### config.mk
export PLATFORM = sky130hd
export DESIGN_NAME = adc_sar_sequencer
export DESIGN_NICKNAME = d
export VERILOG_FILES = /design/src/rtl/adcseq_pkg.sv /design/src/rtl/adcseq_ctrl.sv /design/src/rtl/adcseq_datapath.sv /design/src/rtl/adc_sar_sequencer.sv
export SDC_FILE = /design/constraint.sdc
export NUM_CORES = 1
export LEC_CHECK = 0
export ABC_AREA = 1
export BUFFER_PORTS_ARGS = -buffer_cell sky130_fd_sc_hd__buf_4
export CAP_MARGIN = 20
export CORE_MARGIN = 2
export CORE_UTILIZATION = 35
export CTS_CLUSTER_DIAMETER = 100
export DETAILED_ROUTE_END_ITERATION = 16
export PLACE_DENSITY = 0.56
export SYNTH_ARGS = -nofsm -noshare
export SYNTH_HDL_FRONTEND = slang
export SYNTH_SLANG_ARGS = --single-unit
### constraint.sdc
create_clock -name clk -period 2.6 [get_ports clk]
set_input_delay 0.52 -clock clk [delete_from_list [all_inputs] [get_ports clk]]
set_output_delay 0.52 -clock clk [all_outputs]
set_load 0.02 [all_outputs]
### src/rtl/adcseq_pkg.sv
package adcseq_pkg;
  localparam int RES_BITS = 10;
  localparam int IDX_W    = $clog2(RES_BITS);

  typedef struct packed {
    logic             sarClear;
    logic             bitEn;
    logic [IDX_W-1:0] bitIdx;
    logic             commit;
    logic             selFollow;
  } seqStrobe_t;
endpackage

### src/rtl/adcseq_ctrl.sv
module adcseq_ctrl
  import adcseq_pkg::*;
#(
  parameter int RES_W     = RES_BITS,
  parameter int NORM_HOLD = 2,
  parameter int EXT_HOLD  = 14
) (
  input  logic       clk,
  input  logic       rstN,
  input  logic       enable,
  input  logic       freeRun,
  input  logic       startWr,
  input  logic       flagClrWr,
  output logic       busy,
  output logic       doneFlag,
  output logic       sampleHold,
  output seqStrobe_t strb
);
  localparam int EXT_LAST = EXT_HOLD + RES_W + 1;
  localparam int CNT_W    = $clog2(EXT_LAST + 1);

  logic [CNT_W-1:0] cyc, holdCyc, lastCyc, bitPos;
  logic extMode, firstPend;
  logic startNow, lastNow, chainNow, inBits;

  always_comb begin
    holdCyc  = extMode ? CNT_W'(EXT_HOLD) : CNT_W'(NORM_HOLD);
    lastCyc  = holdCyc + CNT_W'(RES_W + 1);
    startNow = enable && !busy && startWr;
    lastNow  = busy && (cyc == lastCyc);
    chainNow = lastNow && enable && freeRun;
    inBits   = busy && (cyc > holdCyc) && (cyc < lastCyc);
    bitPos   = cyc - holdCyc - CNT_W'(1);
    sampleHold = busy && (cyc == holdCyc);
    strb.sarClear  = startNow || chainNow;
    strb.bitEn     = inBits;
    strb.bitIdx    = IDX_W'(CNT_W'(RES_W - 1) - bitPos);
    strb.commit    = lastNow && enable;
    strb.selFollow = !busy || lastNow;
  end

  always_ff @(posedge clk or negedge rstN) begin
    if (!rstN) begin
      busy      <= 1'b0;
      cyc       <= '0;
      extMode   <= 1'b0;
      firstPend <= 1'b1;
      doneFlag  <= 1'b0;
    end else begin
      if (!enable) begin
        busy      <= 1'b0;
        cyc       <= '0;
        firstPend <= 1'b1;
      end else if (startNow) begin
        busy      <= 1'b1;
        cyc       <= CNT_W'(1);
        extMode   <= firstPend;
        firstPend <= 1'b0;
      end else if (lastNow) begin
        extMode <= 1'b0;
        if (freeRun) begin
          cyc <= CNT_W'(1);
        end else begin
          busy <= 1'b0;
          cyc  <= '0;
        end
      end else if (busy) begin
        cyc <= cyc + CNT_W'(1);
      end

      if (lastNow && enable) doneFlag <= 1'b1;
      else if (flagClrWr)    doneFlag <= 1'b0;
    end
  end

  assert_start_busy_R4: assert property (@(posedge clk) disable iff (!rstN)
    startNow |=> busy);
  assert_abort_idle_R11: assert property (@(posedge clk) disable iff (!rstN)
    !enable |=> (!busy && !sampleHold));
  assert_hold_single_R5: assert property (@(posedge clk) disable iff (!rstN)
    sampleHold |=> !sampleHold);
  assert_flag_set_R9: assert property (@(posedge clk) disable iff (!rstN)
    (lastNow && enable) |=> (doneFlag && (busy == $past(freeRun))));
endmodule

### src/rtl/adcseq_datapath.sv
module adcseq_datapath
  import adcseq_pkg::*;
#(
  parameter int RES_W = RES_BITS,
  parameter int LO_W  = 8,
  parameter int SEL_W = 5
) (
  input  logic             clk,
  input  logic             rstN,
  input  seqStrobe_t       strb,
  input  logic             selWr,
  input  logic [SEL_W-1:0] selData,
  input  logic             cmpIn,
  output logic [RES_W-1:0] dacCode,
  output logic [SEL_W-1:0] liveSel,
  output logic [RES_W-LO_W-1:0] resHi,
  output logic [LO_W-1:0]  resLo
);
  localparam int HI_W = RES_W - LO_W;

  logic [RES_W-1:0] sar, trialBit, lowMask;
  logic [SEL_W-1:0] shadowSel;

  always_comb begin
    trialBit = RES_W'(1) << strb.bitIdx;
    lowMask  = trialBit | (trialBit - RES_W'(1));
    dacCode  = strb.bitEn ? (sar | trialBit) : sar;
  end

  always_ff @(posedge clk or negedge rstN) begin
    if (!rstN) begin
      sar <= '0;
    end else if (strb.sarClear) begin
      sar <= '0;
    end else if (strb.bitEn && cmpIn) begin
      sar <= sar | trialBit;
    end
  end

  always_ff @(posedge clk or negedge rstN) begin
    if (!rstN) begin
      resHi <= '0;
      resLo <= '0;
    end else if (strb.commit) begin
      resHi <= sar[RES_W-1 -: HI_W];
      resLo <= sar[LO_W-1:0];
    end
  end

  always_ff @(posedge clk or negedge rstN) begin
    if (!rstN) begin
      shadowSel <= '0;
      liveSel   <= '0;
    end else begin
      if (selWr)          shadowSel <= selData;
      if (strb.selFollow) liveSel   <= shadowSel;
    end
  end

  assert_low_bits_clear_R7: assert property (@(posedge clk) disable iff (!rstN)
    strb.bitEn |-> ((sar & lowMask) == '0));
  assert_live_frozen_R3: assert property (@(posedge clk) disable iff (!rstN)
    strb.bitEn |=> $stable(liveSel));
endmodule

### src/rtl/adc_sar_sequencer.sv
module adc_sar_sequencer
  import adcseq_pkg::*;
#(
  parameter int RES_W     = RES_BITS,
  parameter int LO_W      = 8,
  parameter int SEL_W     = 5,
  parameter int NORM_HOLD = 2,
  parameter int EXT_HOLD  = 14
) (
  input  logic                   clk,
  input  logic                   rstN,
  input  logic                   enable,
  input  logic                   freeRun,
  input  logic                   startWr,
  input  logic                   flagClrWr,
  input  logic                   selWr,
  input  logic [SEL_W-1:0]       selData,
  input  logic                   cmpIn,
  output logic                   busy,
  output logic                   doneFlag,
  output logic                   sampleHold,
  output logic [RES_W-1:0]       dacCode,
  output logic [SEL_W-1:0]       liveSel,
  output logic [RES_W-LO_W-1:0]  resHi,
  output logic [LO_W-1:0]        resLo
);
  seqStrobe_t strb;

  adcseq_ctrl #(
    .RES_W(RES_W), .NORM_HOLD(NORM_HOLD), .EXT_HOLD(EXT_HOLD)
  ) uCtrl (
    .clk(clk), .rstN(rstN), .enable(enable), .freeRun(freeRun),
    .startWr(startWr), .flagClrWr(flagClrWr), .busy(busy),
    .doneFlag(doneFlag), .sampleHold(sampleHold), .strb(strb)
  );

  adcseq_datapath #(
    .RES_W(RES_W), .LO_W(LO_W), .SEL_W(SEL_W)
  ) uDp (
    .clk(clk), .rstN(rstN), .strb(strb), .selWr(selWr), .selData(selData),
    .cmpIn(cmpIn), .dacCode(dacCode), .liveSel(liveSel),
    .resHi(resHi), .resLo(resLo)
  );
endmodule

## After elaboration in Yosys (flattened, before gate mapping)

Index checks and enable logic that the tools add are counted.
Widths: inputs -> output; s select.

- Logic and storage cells: 61
- Register bits: 39

- Equal/unequal tests: 6
- Shift operators: 1
- Muxes and demuxes: 19
- Order comparisons: 2
- Add/subtract/negate cells: 5
- Bitwise logic cells: 1
- Reductions and logical operators: 17

Operator list:

| operator | count |
|---|---|
| $mux 10 | 3 |
| $mux 5 | 4 |
| $mux 1 | 11 |
| $or 10x10->10 | 1 |
| $shl 1x4->10 const A | 1 |
| $logic_and 1x1->1 | 9 |
| $reduce_bool 2->1 | 3 |
| $add 5x1->5 const B | 1 |
| $add 5x4->5 const B | 1 |
| $eq 5x4->1 | 1 |
| $eq 5x5->1 | 1 |
| $gt 5x4->1 | 1 |
| $lt 5x5->1 | 1 |
| $mux 4 | 1 |
| $ne 4x1->1 const B | 1 |
| $reduce_and 2->1 | 2 |
| $sub 4x1->4 const B | 1 |
| $sub 4x4->4 | 1 |
| $sub 4x4->4 const A | 1 |
| $ne 3x1->1 const B | 1 |
| $ne 3x2->1 const B | 1 |
| $logic_or 1x1->1 | 2 |
| $ne 2x1->1 const B | 1 |
| $logic_not 1->1 | 1 |

## Logic depth before layout (Yosys ltp)

- Word-level depth: 8
- Gate-level depth with buffers: 11
- Mapped depth without buffers: 11

## By module

From an unflattened synthesis, not the netlist that was laid out.

- Cell total of the unflattened synthesis: 241
- Area, all modules: 1983.2 sq um

By module, submodules not included:

| module | cells an instance | instances | area each (sq um) | sequential area each (sq um) |
|---|---|---|---|---|
| adcseq_datapath | 145 | 1 | 1272.5 | 750.7 |
| adcseq_ctrl | 96 | 1 | 710.7 | 226.5 |

## Worst setup path after synthesis

No wires, ideal clock.

- Path type: reg2out
- Start: reg uCtrl.cyc[2]
- End: out dacCode[4]
- Cell stages (with the launch flop): 9
- Path slack: 167 ps
- Data arrival time: 1913 ps
- Cell sequence: dfrtp_1 ha_1 inv_1 ha_1 inv_1 nand3_1 nand2_1 nand2_1 o21ai_0

- Cells in the longest elaborated chain, start to end: 6

Ends and longest elaborated chain:

| what | line | RTL |
|---|---|---|
| start: declaration | adcseq_ctrl.sv:22 | `logic [CNT_W-1:0] cyc, holdCyc, lastCyc, bitPos;` |
| start signal: assignment | adcseq_ctrl.sv:68 | `cyc <= cyc + CNT_W'(1);` |
| $sub 4x4->4 | adcseq_ctrl.sv:33 | `bitPos = cyc - holdCyc - CNT_W'(1);` |
| $sub 4x1->4 | adcseq_ctrl.sv:33 |  |
| $sub 4x4->4 | adcseq_ctrl.sv:37 | `strb.bitIdx = IDX_W'(CNT_W'(RES_W - 1) - bitPos);` |
| $shl 1x4->10 | adcseq_datapath.sv:25 | `trialBit = RES_W'(1) << strb.bitIdx;` |
| $or 10x10->10 | adcseq_datapath.sv:27 | `dacCode = strb.bitEn ? (sar \| trialBit) : sar;` |
| $mux 10 * | adcseq_datapath.sv:27 |  |
| end: declaration | adc_sar_sequencer.sv:22 | `output logic [RES_W-1:0] dacCode,` |

Every way passes the cells marked *; elsewhere a longest branch is shown, timed or not.

## Worst setup path in the final report

- Start: reg uCtrl.extMode
- End: out dacCode[1]

- Cells in the longest elaborated chain, start to end: 7

Ends and longest elaborated chain:

| what | line | RTL |
|---|---|---|
| start: declaration | adcseq_ctrl.sv:23 | `logic extMode, firstPend;` |
| start signal: assignment | adcseq_ctrl.sv:57 | `extMode <= firstPend;` |
| $mux 4 * | adcseq_ctrl.sv:27 | `holdCyc = extMode ? CNT_W'(EXT_HOLD) : CNT_W'(NORM_HOLD);` |
| $sub 4x4->4 | adcseq_ctrl.sv:33 |  |
| $sub 4x1->4 | adcseq_ctrl.sv:33 |  |
| $sub 4x4->4 | adcseq_ctrl.sv:37 |  |
| $shl 1x4->10 | adcseq_datapath.sv:25 |  |
| $or 10x10->10 | adcseq_datapath.sv:27 |  |
| $mux 10 * | adcseq_datapath.sv:27 |  |

Marks and branches as above.

==> flow_summary.toml <==
[detailed_routing]
final_antenna_net_count = 0
post_detailed_routing_wire_length_microns = 4800
routed_via_density = 4.63
drt-wirelength-per-cell_microns = 12.2
drc = 0
drt-initial-drc-count = 100
dr_total_vias = 1826
dr.pass1.iters = 4

[critical_path]
timing.critical_path.fanout_max = 8
timing_worst_setup_path_type = "flop to primary output"
start_of_the_worst_register_to_register_path = "uCtrl.extMode"
endpoint_kind_of_the_worst_setup_timing_path = "primary output"
regToRegEndpoint = "uDp.resLo[3]"
crit_arrival_ns = 1.98
cp_data_required_time_ns = 2.08
r2r_setup_slack_ns = 0.67
worst_setup_path_start_kind = "flop"
worst-r2r-cell-count = 10

[cells_and_area]
finish.net_count = 343
final_core_util_pct = 47.5
n_fill_cell = 592
final_cell_count_no_fill = 394
sequential_cell_area_sq_um = 978
fin_area_sq_um = 2800
multi_input_area_sq_um = 1060
ratio_of_cells_with_drive_above_1_in_the_final_layout_pct = 32.0
antenna_cells_inserted = 0
layout-area-overhead-vs-synth_pct = 32.6

[sta]
fin_skew_ns = 0.00919
max_slew_margin_pct = 66.5
setup-violations-final = 0
slew_viol_final = 0
worst_hold_slack_ns = 0.175
finalSetupTns_ns = 0
worst-slew-pin-transition_ns = 0.503
hold_viol = 0
rsz0062_at_grt = "yes"
fin_crit_share_pct = 96.1
fmax_mhz = 400
fin_crit_ns = 2.50

[synthesis]
synth.yosys.warnings = 0
number_of_enable_flip_flop_cells_after_synthesis = 0
main_area_contributors_after_synthesis = "dfrtp_1, nand2_1, inv_1, ha_1, nand3_1"
synthesis.area_sq_um = 2110
post_synthesis_share_of_cell_area_spent_on_full_adders_half_adders_and_majority_gates_pct = 7.12
synth.ff_latch_count = 39
multiplexer_fraction_of_the_synthesized_cell_area_pct = 0
synth.net_count = 289
synth_simple_gate_area_share_pct = 24.3
ys.flop_type = "dfrtp_1"
netlist_top_cells_count = "nand2_1, inv_1, dfrtp_1"
synth_cell_types = 27
synthesis.instances = 264
yosysMostFrequentCell = "nand2_1"
syn-mean-instance-area_sq_um = 7.99
post-synth-top-area-fraction_pct = 45.1
asyncSetResetFlopFracSynth_pct = 100
post_synth_xor_area_fraction_pct = 0.415
synth_compound_gate_area_share_pct = 12.0
synth_top_area_cell = "dfrtp_1"
synth-seq-area-share_pct = 46.3
combinational_family_with_the_most_area_after_synthesis = "simple AND/OR/NAND/NOR gates"

[floorplanning]
rows = 28
area_of_the_die_sq_um = 6660
die_w_microns = 81.6
initial_cell_density_of_the_core_pct = 35.8
floorplan.die.height_microns = 81.6
design.core.area_sq_um = 5890
design.portCount = 41

[hold_path]
hold_path.class = "input pin to async pin"

[cts]
cts-hold-fix-buffers = 0
clock_tree.buffer_depth = 2
cts.sink_count = 39
tritoncts = "yes"
insertion_delay_ns = 0.30
clock_slew_seen_by_the_registers_of_the_worst_setup_and_hold_paths_ns = 0.09
h_tree_levels = 2
buffer_cell_driving_the_clock_tree_root = "clkbuf_8"
tritoncts.num_buffers = 5

[power]
worst_ir_drop_vdd_uv = 226
power.density_nw_per_um2 = 558
total_leakage_power_nw = 1.47

[global_routing]
grt_start_max_net_pins = 40
grt_use_total_pct = 14.8
first_global_vias = 1663
grt.overflow.total = 0
grt_first_pass_wirelength_microns = 7570
number_of_antenna_violations_at_the_first_check_in_global_routing = 0

[status]
run_status = "complete, no violations"

[place]
placedCellCount = 378
detailedPlacementHpwl_microns = 3280
gpl.final_weighted_congestion = 0.752
port_buffer_count = 40
placed_cell_area_sq_um = 2490

[run]
cap_violations = 0
## registers in the layout (all words and copies together) (netlist names)
signal,cells
uCtrl.busy,1
uDp.shadowSel,5
uCtrl.cyc,5
uCtrl.doneFlag,1
uDp.resHi,2
uCtrl.firstPend,1
uCtrl.extMode,1
uDp.resLo,8
uDp.liveSel,5
uDp.sar,10
## power breakdown
part	internal (mW)	switching, mW
Combinational	0.184	0.267
Clock	0.192	0.243
Sequential	0.649	0.0258
## layout by cell type, fill, tap and decap left out, drive strengths merged, types with 2 or more instances in the layout
cell type   n
a21oi      11
nand4       2
clkinvlp    2
ha         12
inv        46
buf        52
nand2      59
nor3        2
nor2       29
o21ai      28
nand3      27
clkbuf      5
dfrtp      38
## area by class of cell
class,instances,share of cell area (%)
Sequential cell,39,35.0
Timing Repair Buffer,52,14.2
Clock inverter,3,0.850
Clock buffer,5,2.46
Multi-Input combinational cell,175,38.0
Tap cell,75,3.36
Inverter,45,6.13
## layer usage
| metal | track usage [%] | up-vias | wire, microns |
|---|---|---|---|
| met4 | 5.00 | 0 | 24 |
| met2 | 22.9 | 45 | 2230 |
| met1 | 20.4 | 834 | 2280 |
| met5 | 0 | - | 0 |
| met3 | 3.52 | 4 | 265 |
| li1 | - | 943 | - |
## through the flow
step	power [mW]	setup WS [ns]
floorplan	0.909	0.167
global placement	1.03	0.184
detailed placement	1.04	0.145
CTS	1.51	0.000999
global route	1.66	-0.0241
finish	1.56	0.100
## how the worst max path moves through the flow
stage	end	slack (ns)	depth (start not counted)	start
6_report	dacCode[1]	0.10	12	uCtrl.extMode
5_1_grt	dacCode[6]	-0.02	12	uCtrl.extMode
4_1_cts	dacCode[6]	0.001	11	uCtrl.cyc[2]
3_5_place_dp	dacCode[5]	0.15	11	uCtrl.extMode
3_3_place_gp	dacCode[1]	0.18	11	uCtrl.cyc[2]
2_1_floorplan	dacCode[4]	0.17	8	uCtrl.cyc[2]
## kinds of logic after synthesis
group,Yosys count
AO/OA/AOI/OAI,42
adder cells (fa/ha/maj),12
XOR/XNOR,1
flip-flops,39
buffers and inverters,50
AND/OR/NAND/NOR,120
## critical path, cell delays in order (launching register included)
cell     delay [ns]
dfrtp_1        0.40
inv_4          0.08
ha_4           0.30
inv_2          0.06
ha_4           0.17
inv_2          0.06
nand3_2        0.09
nand2_4        0.11
nand3_1        0.08
nand2_1        0.08
o21ai_2        0.07
inv_1          0.05
buf_4          0.13
## what timing repair did
action,4_1_cts,5_1_grt
gates cloned,0,1
pin swaps,2,5
endpoints found under the setup margin,8,10
gates resized for setup,11,27
setup buffers,1,6
(Power assumes the default switching activity.)
